===== src/rtl/col_pkg.sv =====
package col_pkg;
    typedef enum logic [2:0] {
        CD_ARMED    = 3'd0,
        CD_GATED    = 3'd1,
        CD_OVERLAP  = 3'd2,
        CD_SIDEBAND = 3'd3,
        CD_LOOPTEST = 3'd4
    } cd_state_e;
endpackage


===== src/rtl/cd_mode_gate.sv =====
module cd_mode_gate (
    input  logic full_dup,
    input  logic link_fail,
    input  logic diag_lpbk,
    input  logic col_test,
    output logic gate_off,
    output logic test_on
);
    // Any one blocking mode suppresses normal collision reporting.
    assign gate_off = full_dup | link_fail | diag_lpbk;
    assign test_on  = col_test;
endmodule


===== src/rtl/cd_activity.sv =====
module cd_activity (
    input  logic tx_en,
    input  logic rx_act,
    input  logic spd_100,
    input  logic sqe_win,
    input  logic jabber,
    output logic overlap,
    output logic sideband
);
    // Transmit and receive activity present together.
    assign overlap  = tx_en & rx_act;
    // 10 Mbps-only reasons to raise collision.
    assign sideband = ~spd_100 & (sqe_win | jabber);
endmodule


===== src/rtl/cd_fsm.sv =====
module cd_fsm
    import col_pkg::*;
(
    input  logic clk,
    input  logic rst_n,
    input  logic test_on,
    input  logic gate_off,
    input  logic overlap,
    input  logic sideband,
    input  logic tx_en,
    input  logic spd_100,
    output logic col,
    output logic tx_out_dis,
    output logic rx_zero
);
    cd_state_e state_q, state_d;
    logic      tx_q;
    logic      slow_q;

    // Next-state selection: fixed priority, reachable from every state.
    always_comb begin
        if (test_on)       state_d = CD_LOOPTEST;
        else if (gate_off) state_d = CD_GATED;
        else if (overlap)  state_d = CD_OVERLAP;
        else if (sideband) state_d = CD_SIDEBAND;
        else               state_d = CD_ARMED;
    end

    // State register plus the sampled values the outputs depend on.
    always_ff @(posedge clk or negedge rst_n) begin
        if (!rst_n) begin
            state_q <= CD_ARMED;
            tx_q    <= 1'b0;
            slow_q  <= 1'b0;
        end else begin
            state_q <= state_d;
            tx_q    <= tx_en;
            slow_q  <= ~spd_100;
        end
    end

    // Output decode from registered state only.
    always_comb begin
        col        = 1'b0;
        tx_out_dis = 1'b0;
        rx_zero    = 1'b0;
        unique case (state_q)
            CD_ARMED:    ;
            CD_GATED:    ;
            CD_OVERLAP: begin
                col     = 1'b1;
                rx_zero = slow_q;
            end
            CD_SIDEBAND: col = 1'b1;
            CD_LOOPTEST: begin
                col        = tx_q;
                tx_out_dis = 1'b1;
            end
            default: ;
        endcase
    end

    // Zeroing only accompanies an active collision.
    p_zero_needs_col_r4: assert property (@(posedge clk) disable iff (!rst_n)
        rx_zero |-> col);
    // Driver disable and zeroing never coexist.
    p_dis_excl_r6: assert property (@(posedge clk) disable iff (!rst_n)
        !(tx_out_dis && rx_zero));
endmodule


===== src/rtl/col_detect.sv =====
module col_detect (
    input  logic clk,
    input  logic rst_n,
    input  logic tx_en,
    input  logic rx_act,
    input  logic spd_100,
    input  logic full_dup,
    input  logic link_fail,
    input  logic diag_lpbk,
    input  logic sqe_win,
    input  logic jabber,
    input  logic col_test,
    output logic col,
    output logic tx_out_dis,
    output logic rx_zero
);
    logic gate_off, test_on, overlap, sideband;

    cd_mode_gate u_gate (
        .full_dup (full_dup),
        .link_fail(link_fail),
        .diag_lpbk(diag_lpbk),
        .col_test (col_test),
        .gate_off (gate_off),
        .test_on  (test_on)
    );

    cd_activity u_act (
        .tx_en   (tx_en),
        .rx_act  (rx_act),
        .spd_100 (spd_100),
        .sqe_win (sqe_win),
        .jabber  (jabber),
        .overlap (overlap),
        .sideband(sideband)
    );

    cd_fsm u_fsm (
        .clk       (clk),
        .rst_n     (rst_n),
        .test_on   (test_on),
        .gate_off  (gate_off),
        .overlap   (overlap),
        .sideband  (sideband),
        .tx_en     (tx_en),
        .spd_100   (spd_100),
        .col       (col),
        .tx_out_dis(tx_out_dis),
        .rx_zero   (rx_zero)
    );

    p_overlap_r1: assert property (@(posedge clk) disable iff (!rst_n)
        (!col_test && !full_dup && !link_fail && !diag_lpbk && tx_en && rx_act) |=> col);

    p_release_r2: assert property (@(posedge clk) disable iff (!rst_n)
        (!col_test && !(tx_en && rx_act) && !(!spd_100 && (sqe_win || jabber))) |=> !col);

    p_gated_r3: assert property (@(posedge clk) disable iff (!rst_n)
        (!col_test && (full_dup || link_fail || diag_lpbk)) |=> !col);

    p_fast_nozero_r4: assert property (@(posedge clk) disable iff (!rst_n)
        spd_100 |=> !rx_zero);

    p_sideband_r5: assert property (@(posedge clk) disable iff (!rst_n)
        (!col_test && !full_dup && !link_fail && !diag_lpbk && !spd_100 && (sqe_win || jabber)) |=> col);

    p_looptest_r6: assert property (@(posedge clk) disable iff (!rst_n)
        col_test |=> (tx_out_dis && (col == $past(tx_en))));

    p_txdis_r7: assert property (@(posedge clk) disable iff (!rst_n)
        !col_test |=> !tx_out_dis);
endmodule


===== config.mk =====
export PLATFORM = sky130hd
export DESIGN_NAME = col_detect
export DESIGN_NICKNAME = d
export VERILOG_FILES = /design/src/rtl/col_pkg.sv /design/src/rtl/cd_mode_gate.sv /design/src/rtl/cd_activity.sv /design/src/rtl/cd_fsm.sv /design/src/rtl/col_detect.sv
export SDC_FILE = /design/constraint.sdc
export NUM_CORES = 1
export LEC_CHECK = 0
export ABC_AREA = 1
export BUFFER_PORTS_ARGS = -buffer_cell sky130_fd_sc_hd__buf_2
export CELL_PAD_IN_SITES_DETAIL_PLACEMENT = 0
export CELL_PAD_IN_SITES_GLOBAL_PLACEMENT = 1
export CORE_AREA = 2 2 39 41
export DETAILED_ROUTE_END_ITERATION = 10
export DIE_AREA = 0 0 41 43
export PLACE_DENSITY = 0.52
export SLEW_MARGIN = 10
export SYNTH_ARGS = -nofsm -noshare
export SYNTH_HDL_FRONTEND = slang
export SYNTH_SLANG_ARGS = --single-unit

===== constraint.sdc =====
create_clock -name clk -period 1.25 [get_ports clk]
set_clock_uncertainty 0.1 [all_clocks]
set_input_delay 0.25 -clock clk [delete_from_list [all_inputs] [get_ports clk]]
set_output_delay 0.25 -clock clk [all_outputs]
set_load 0.01 [all_outputs]

==> results_dict.tcl, run 1 <==
set metrics [dict create \
    ys_async_sr_fraction_pct 100 \
    synth_fp_nets 39 \
    die_x_um 41 \
    grt_max_degree 6 \
    synth-adder-area-share_pct 0 \
    floorplan.io_pins 14 \
    synth.yosys.warnings 0 \
    synthFlopType "sky130_fd_sc_hd__dfrtp_1" \
    final-max-slew-violation-count 0 \
    num_rows 14 \
    routed-via-count 219 \
    ratio_of_final_minimum_period_to_clock_period_pct 113 \
    worst_pin_slew_ns 0.150 \
    cts-buffers-inserted 3 \
    layout_setup_ws_ns -0.163 \
    clk_path_buf_depth 2 \
    whs_path_depth 1 \
    post_synth_num_cell_types 10 \
    postSynthCellCount 28 \
    yosys_register_bits 5 \
    timing.max_slew.rel_slack_pct 89.9 \
    drc 0 \
    hp-class "in2reg" \
    clock_tree.root_cell "sky130_fd_sc_hd__clkbuf_4" \
    first_global_vias 216 \
    route.met2.wl_um 189 \
    setup_violations 3 \
    core_area_mm2 0.00138 \
    finalPower_uw 404 \
    final_hold_viols 0 \
    post_synth_mux_area_share_pct 0 \
    holdPathEnd "u_fsm.tx_q$_DFF_PN0_" \
    placement.cell_area_um2 309 \
    power_density_mw_per_mm2 1130 \
    unrepaired_setup_endpoints_after_global_routing "true" \
    wire_length_of_the_first_global_routing_pass_um 765 \
    route.met3.wl_um 66 \
    status "complete, but fails checks" \
    antenna_found_initial 0 \
    globalplace.congestion 0.580 \
    final.fill_count 157 \
    grt_util_all_layers_pct 7.29 \
    floorplan.die.height_um 43 \
    ant_nets 0 \
    setup.worst_path.end_class "primary output" \
    hold_path.startpoint "tx_en" \
    critPathMaxStageDelay_ns 0.36 \
    synthSimpleGateAreaFrac_pct 25.7 \
    crit_family "flip-flops" \
    synth_area_per_cell_um2 8.00 \
    final.min_clock_period_ns 1.41 \
    yosys-top-cells-count "sky130_fd_sc_hd__inv_1, sky130_fd_sc_hd__nand2_1, sky130_fd_sc_hd__dfrtp_1" \
    place.port_buffers 13 \
    critPathLaunchType "flop" \
    wl_um 426 \
    clkSlewWorstSetupHoldPaths_ns 0.04 \
    via_density_per_instance 3.48 \
    routedLengthMet1_um 170 \
    routed.top_layer "met3" \
    worst_ir_drop_vdd_uv 287 \
    layout_cells_sized_above_1_pct 44.7 \
    yosysSeqAreaShare_pct 55.9 \
    static_leakage_uw 0.000201 \
    htree_num_levels 1 \
    cell_type_with_the_largest_total_area_after_synthesis "sky130_fd_sc_hd__dfrtp_1" \
    dp_slack_ns 0.0924 \
    crit_fanout 2 \
    criticalPathCategory "reg2out" \
    wl_per_cell_um 6.76 \
    finalInstanceArea_um2 358 \
    cap_viol_max_count 0 \
    clock_tree_from_tritoncts "done" \
    dieArea_mm2 0.00176 \
    post-synth-top-area-fraction_pct 55.9 \
    areaGrowthSynthToFinish_pct 59.8 \
    violated_checks "negative setup slack" \
    syn-cell-area_um2 224 \
    synth_enable_flop_cells 0 \
    floorplan.initialDensity_pct 16.2 \
    layout.nets 59 \
    worst-endpoint-required_ns 0.90 \
    post_synth_xor_area_fraction_pct 0 \
    synth_top_family_by_area "simple AND/OR/NAND/NOR gates" \
    detailedRoute.firstIterationViolations 2 \
    synthTopCellsByArea "sky130_fd_sc_hd__dfrtp_1, sky130_fd_sc_hd__inv_1, sky130_fd_sc_hd__nand2_1, sky130_fd_sc_hd__a21oi_1, sky130_fd_sc_hd__nand3b_1" \
    crit_path_cell_trace "inv_2, buf_4, nand2_2, nor3_1, buf_2" \
    synth_compound_area_share_pct 6.70 \
    drt_pre_antenna_iters 2 \
    cts_sinks 5 \
    total_overflow_reported_by_the_global_router 0 \
    dpl.hpwl_um 363 \
    max_clock_freq_ghz 0.708 \
    worst_ep_arrival_time_ns 1.06 \
    cp_num_buf_inv 3 \
    ant_cells 0 \
    crit_slowest_cell "sky130_fd_sc_hd__dfrtp_1" \
]
## stage by stage
step                util, %  hold WS, ns  setup TNS [ns]  std cells
floorplan                 -       -0.146               0         28
global placement       22.3      -0.0320               0         57
detailed placement     22.3      -0.0322               0         57
CTS                    25.0       0.0313          -0.340         62
global route           25.9       0.0372          -0.588         63
finish                 25.9       0.0405          -0.350         63
## state kept, by name, indices dropped and copies added, names as in the netlist
register and count:
u_fsm.state_q 3, u_fsm.slow_q 1, u_fsm.tx_q 1
## final cells by class
type / count / area (um^2) / share of cell area, %
Clock buffer: 4 / 26.3 / 7.34
Inverter: 7 / 26.3 / 7.34
Multi-Input combinational cell: 16 / 77.6 / 21.7
Sequential cell: 5 / 125 / 35.0
Tap cell: 16 / 20.0 / 5.59
Timing Repair Buffer: 15 / 82.6 / 23.1
## routing by layer
metal  up-vias  track usage, %
met2        13            8.75
li1        121               -
met4         0            10.0
met5         -               0
met3         0            3.14
met1        85            7.59
## worst max path at each step
stage                                     startpoint  cells after the start  slack, ns  endpoint
after floorplan           u_fsm.state_q[0]$_DFF_PN0_                      5       0.12       col
after global placement    u_fsm.state_q[0]$_DFF_PN0_                      6       0.09       col
after detailed placement  u_fsm.state_q[0]$_DFF_PN0_                      6       0.09       col
after CTS                 u_fsm.state_q[0]$_DFF_PN0_                      6      -0.16       col
after global routing      u_fsm.state_q[0]$_DFF_PN0_                      6      -0.26       col
final                     u_fsm.state_q[0]$_DFF_PN0_                      5      -0.16   rx_zero
## cells in the final DEF, fill, tap and decap left out, drive strengths merged
master       count
clkbuf           4
o21ai            1
nor3             1
a21oi            2
dfrtp            5
buf             14
inv              7
nand2            7
nand3b           1
nand3            1
dlygate4sd3      1
nor2             3
## power breakdown
group	internal, uW	switching [uW]
clock	120	57.8
combinational	27.3	24.6
sequential	170	3.85
## timing repair
item                       4_1_cts  5_1_grt
pin swaps                        1        3
hold endpoints to repair         5        0
setup endpoints to repair        3        3
hold buffers                     1        0
gates resized for setup          1        3
buffers inserted                 0        1
## cells by family after synthesis
logic type	count (synthesis)
compound gates	3
buf+inv	7
flops	5
simple gates	13
Note: power is estimated with default switching activity, not from simulation.
==> run 2, diff against run 1 <==
- ABC_AREA: 1 -> default
- PLACE_DENSITY: 0.52 -> 0.48
==> run 2 against run 1 <==
The flow still finishes with violations (negative setup slack); clock power about the same; first-iteration DRC count unchanged; worst setup slack about the same; combinational power is 11% lower; global-route usage up 0.51 points; synthesized cell count fell by 39%; routed wire length is 3.5% higher; hold slack better by 0.011 ns; fmax barely moved; critical path type unchanged; critical endpoint unchanged.
==> results_dict.tcl, run 2 <==
set metrics [dict create \
    dp_slack_ns 0.0766 \
    crit_family "flip-flops" \
    wl_um 441 \
    ant_cells 0 \
    post-synth-top-area-fraction_pct 58.5 \
    cts-buffers-inserted 3 \
    criticalPathCategory "reg2out" \
    post_synth_num_cell_types 13 \
    globalplace.congestion 0.670 \
    cp_num_buf_inv 1 \
    yosysSeqAreaShare_pct 58.5 \
    areaGrowthSynthToFinish_pct 56.7 \
    timing.max_slew.rel_slack_pct 85.2 \
    clk_path_buf_depth 2 \
    layout.area.seq_um2 125 \
    critPathMaxStageDelay_ns 0.39 \
    max_clock_freq_ghz 0.708 \
    final_cell_mix "sky130_fd_sc_hd__buf_2, sky130_fd_sc_hd__dfrtp_1, sky130_fd_sc_hd__clkbuf_4" \
    ratio_of_final_minimum_period_to_clock_period_pct 113 \
    synth.yosys.warnings 0 \
    unrepaired_setup_endpoints_after_global_routing "true" \
    grt_util_all_layers_pct 7.79 \
    seqPwrFrac_pct 43.6 \
    synth_fp_nets 28 \
    p_clk_share_pct 44.9 \
    floorplan.die.height_um 43 \
    switching_share_pct 21.2 \
    final.fill_count 158 \
    wl_per_cell_um 8.65 \
    violated_checks "negative setup slack" \
    htree_num_levels 1 \
    worst_ir_drop_vdd_uv 281 \
    floorplan.initialDensity_pct 15.5 \
    routed-via-count 199 \
    drt_pre_antenna_iters 4 \
    syn-cell-area_um2 214 \
    final_hold_viols 0 \
    yosysMostFrequentCell "sky130_fd_sc_hd__dfrtp_1" \
    stdcell_count 51 \
    power_density_mw_per_mm2 1200 \
    final.min_clock_period_ns 1.41 \
    final_tns_setup_ns -0.378 \
    finalPower_uw 402 \
    clock_tree_from_tritoncts "done" \
    detailedRoute.firstIterationViolations 2 \
    cap_viol_max_count 0 \
    worst_ep_arrival_time_ns 1.06 \
    worst_pin_slew_ns 0.218 \
    cell_type_with_the_largest_total_area_after_synthesis "sky130_fd_sc_hd__dfrtp_1" \
    place.port_buffers 13 \
    final_util_pct 24.2 \
    core_area_mm2 0.00138 \
    first_global_vias 220 \
    synthFlopType "sky130_fd_sc_hd__dfrtp_1" \
    final_common_cell "sky130_fd_sc_hd__buf_2" \
    setup.worst_path.end_class "primary output" \
    status "complete, but fails checks" \
    power.share.combinational_pct 11.5 \
    synth_area_per_cell_um2 12.6 \
    num_rows 14 \
    power_switching_uw 85.0 \
    dpl.hpwl_um 372 \
    worst-endpoint-required_ns 0.90 \
    register_with_the_highest_flop_count "u_fsm.state_q" \
    cts_setup_buffers 0 \
    crit_slowest_cell "sky130_fd_sc_hd__dfrtp_1" \
    layout.nets 47 \
    yosys_register_bits 5 \
    setup.worst_path.start "u_fsm.state_q[2]$_DFF_PN0_" \
    synth_enable_flop_cells 0 \
    layout_setup_ws_ns -0.163 \
    via_density_per_instance 3.90 \
    place_inst 46 \
    floorplan.io_pins 14 \
    synthTopCellsByArea "sky130_fd_sc_hd__dfrtp_1, sky130_fd_sc_hd__or4_4, sky130_fd_sc_hd__mux2i_1, sky130_fd_sc_hd__nor4bb_1, sky130_fd_sc_hd__a21oi_2" \
    die_x_um 41 \
    total_overflow_reported_by_the_global_router 0 \
    internal_power_uw 317 \
    antenna_found_initial 0 \
    largestRegisters "u_fsm.state_q x3, u_fsm.slow_q x1, u_fsm.tx_q x1" \
    layout_cells_sized_above_1_pct 51.4 \
    ys_async_sr_fraction_pct 100 \
    setup_violations 3 \
    static_leakage_uw 0.000164 \
    final-max-slew-violation-count 0 \
    largest_register_ffs 3 \
    hp-class "in2reg" \
    critical_path.endpoint "rx_zero" \
    crit_fanout 4 \
    grt_max_degree 6 \
    critPathLaunchType "flop" \
    critical_path_cell_count 2 \
    crit_path_cell_trace "nor4bb_1, buf_2" \
    dieArea_mm2 0.00176 \
    clock_tree.root_cell "sky130_fd_sc_hd__clkbuf_4" \
    drc 0 \
    cts_sinks 5 \
    wire_length_of_the_first_global_routing_pass_um 807 \
    multi_input_area_um2 85.1 \
    postSynthCellCount 17 \
    ant_nets 0 \
    clkSlewWorstSetupHoldPaths_ns 0.04 \
]
## run 2: worst min path at each step
stage / start / end / cells past startpoint
floorplan: rst_n / u_fsm.slow_q$_DFF_PN0_ / 0
global placement: rst_n / u_fsm.state_q[1]$_DFF_PN0_ / 1
detailed placement: rst_n / u_fsm.state_q[1]$_DFF_PN0_ / 1
CTS: tx_en / u_fsm.tx_q$_DFF_PN0_ / 1
global route: tx_en / u_fsm.tx_q$_DFF_PN0_ / 1
finish: tx_en / u_fsm.tx_q$_DFF_PN0_ / 1
## run 2: per-layer routing
| layer | vias up | track usage [%] | wire length (um) |
|---|---|---|---|
| li1 | 99 | - | - |
| met1 | 87 | 6.93 | 187 |
| met2 | 13 | 10.0 | 208 |
| met3 | 0 | 3.14 | 45 |
| met4 | 0 | 12.0 | 0 |
| met5 | - | 0 | 0 |
## run 2: area by class of cell
type | instances | share of cell area [%]
flip-flops and latches | 5 | 37.3
multi-input cells | 11 | 25.4
repair buffers | 14 | 22.4
clock buffers | 4 | 7.84
well taps | 16 | 5.97
inverters | 1 | 1.12
## run 2: kinds of logic (layout without fill, tap and decap cells)
kind of cell,Yosys count,count (layout),share of synthesized area (%)
simple gates,6,6,21.1
buf+inv,1,19,1.75
compound gates,4,4,14.0
mux,1,1,4.68
flops,5,5,58.5
## run 2: what timing repair did
item / 4_1_cts / 5_1_grt
gates resized for setup: 0 / 0
hold buffers: 1 / 0
endpoints found under the setup margin: 3 / 3
hold endpoints to repair: 5 / 0
## run 2: stage by stage
| stage | instance area [um^2] | hold WS [ns] |
|---|---|---|
| global route | 335 | 0.0439 |
| finish | 335 | 0.0514 |
| global placement | 299 | -0.0341 |
| floorplan | 214 | -0.146 |
| CTS | 335 | 0.0399 |
| detailed placement | 299 | -0.0356 |
## run 2: power groups by stage
stage | registers, uW | logic [uW] | clock network (uW)
after floorplan | 176 | 17.3 | 0
after global placement | 178 | 43.6 | 0
after detailed placement | 178 | 44.2 | 0
after CTS | 175 | 46.9 | 191
after global routing | 177 | 52.2 | 194
final | 175 | 46.2 | 180
==> run 3, diff against run 2 <==
- PLACE_DENSITY: 0.48 -> default
- PLACE_DENSITY_LB_ADDON: default -> 0.1
==> run 3 against run 2 <==
Fmax increased by 2.0%; clock power barely moved; cell count unchanged; power is 0.24% lower; the run still ends with negative setup slack left; combinational power about the same; sequential share of layout area stayed put; design area stayed put; critical path type unchanged; worst setup slack gained 0.028 ns.
==> results_dict.tcl, run 3 (synthesized netlist as in run 2, its figures left out) <==
set metrics [dict create \
    criticalPathCategory "reg2out" \
    status "complete, but fails checks" \
    drc 0 \
    final_util_pct 24.2 \
    place.port_buffers 13 \
    cts-buffers-inserted 3 \
    timing.max_slew.rel_slack_pct 86.1 \
    largestRegisters "u_fsm.state_q x3, u_fsm.slow_q x1, u_fsm.tx_q x1" \
    violated_checks "negative setup slack" \
    num_rows 14 \
    ant_nets 0 \
    layout.nets 47 \
    final.min_clock_period_ns 1.38 \
    die_x_um 41 \
    place_inst 46 \
    power_density_mw_per_mm2 1200 \
    cap_viol_max_count 0 \
    ratio_of_final_minimum_period_to_clock_period_pct 111 \
    ant_cells 0 \
    register_with_the_highest_flop_count "u_fsm.state_q" \
    clock_tree_from_tritoncts "done" \
    wl_um 457 \
    largest_register_ffs 3 \
    critPathLaunchType "flop" \
    core_area_mm2 0.00138 \
    grt_util_all_layers_pct 7.07 \
    setup.worst_path.end_class "primary output" \
    finalInstanceArea_um2 335 \
    worst_ir_drop_vdd_uv 258 \
    first_global_vias 203 \
    drt_pre_antenna_iters 1 \
    clkSlewWorstSetupHoldPaths_ns 0.04 \
    unrepaired_setup_endpoints_after_global_routing "true" \
    setup_violations 3 \
    via_density_per_instance 3.76 \
    globalplace.congestion 0.597 \
    dpl.hpwl_um 399 \
    worst-endpoint-required_ns 0.90 \
    floorplan.io_pins 14 \
    crit_fanout 4 \
    dieArea_mm2 0.00176 \
    layout_setup_ws_ns -0.135 \
    wire_length_of_the_first_global_routing_pass_um 738 \
    placement.cell_area_um2 299 \
    final.fill_count 157 \
    cts_sinks 5 \
    max_clock_freq_ghz 0.722 \
    final_hold_viols 0 \
    stdcell_count 51 \
    wl_per_cell_um 8.96 \
    clk_path_buf_depth 2 \
    detailedRoute.firstIterationViolations 0 \
    final_cell_mix "sky130_fd_sc_hd__buf_2, sky130_fd_sc_hd__dfrtp_1, sky130_fd_sc_hd__clkbuf_4" \
    htree_num_levels 1 \
    final-max-slew-violation-count 0 \
    static_leakage_uw 0.000164 \
    total_overflow_reported_by_the_global_router 0 \
    final_common_cell "sky130_fd_sc_hd__buf_2" \
    routed-via-count 192 \
    layout_cells_sized_above_1_pct 51.4 \
    floorplan.initialDensity_pct 15.5 \
    areaGrowthSynthToFinish_pct 56.7 \
    dp_slack_ns 0.0686 \
    clock_tree.root_cell "sky130_fd_sc_hd__clkbuf_4" \
    grt_max_degree 6 \
    hp-class "in2reg" \
    worst_pin_slew_ns 0.208 \
    antenna_found_initial 0 \
    worst_ep_arrival_time_ns 1.03 \
    floorplan.die.height_um 43 \
]
==> run 3: cell counts in the layout (fill, tap and decap cells not counted) <==
No cell type changed its count.
==> run 3: worst max-delay path, stage by stage, from the launching register on <==
cell and delay (ns):
sky130_fd_sc_hd__dfrtp_1 0.39, sky130_fd_sc_hd__nor4bb_1 0.24, sky130_fd_sc_hd__buf_2 0.17
==> run 3: worst paths after layout <==
path,startpoint,to,slack (ns),cells past startpoint
worst max-delay path,u_fsm.state_q[2]$_DFF_PN0_,rx_zero,-0.13,2
worst min-delay path,tx_en,u_fsm.tx_q$_DFF_PN0_,0.05,1
max in group asynchronous,rst_n,u_fsm.slow_q$_DFF_PN0_,0.67,2
min in group asynchronous,rst_n,u_fsm.state_q[0]$_DFF_PN0_,0.25,2
==> run 3: final cells by class <==
| cell class | instances | area (um^2) | share of cell area, % |
|---|---|---|---|
| sequential | 5 | 125 | 37.3 |
| multi-input combinational | 11 | 85.1 | 25.4 |
| timing repair buffer | 14 | 75.1 | 22.4 |
| clock buffer | 4 | 26.3 | 7.84 |
| tap | 16 | 20.0 | 5.97 |
| inverter | 1 | 3.75 | 1.12 |
==> run 3: power by group <==
part | leakage, uW | internal (uW) | switching (uW) | total (uW)
Clock | 0.0000150 | 120 | 59.3 | 180
Sequential | 0.0000604 | 171 | 4.53 | 175
Combinational | 0.0000891 | 25.8 | 20.2 | 46.0
Total | 0.000164 | 317 | 84.1 | 401
==> run 3: repair_timing <==
action                                  4_1_cts  5_1_grt
endpoints found under the setup margin        3        3
endpoints found under the hold margin         5        0
cloned                                        0        0
resized for setup                             0        0
setup buffers                                 0        0
hold buffers                                  1        0
==> run 3: per-layer routing <==
layer	wire length, um	vias up	part of all wire [%]	track usage, %
met2	252	9	55	9.06
met1	152	85	33	6.23
met4	0	0	0	10.0
met5	0	-	0	0
met3	52	0	11	3.66
li1	-	98	-	-
==> run 3: per-stage QoR <==
step	TNS [ns]	hold WS, ns	total power, uW
after floorplan	0	-0.146	194
after global placement	0	-0.0321	222
after global routing	-0.560	0.0532	425
after detailed placement	0	-0.0330	222
after CTS	-0.391	0.0461	413
final	-0.336	0.0510	401
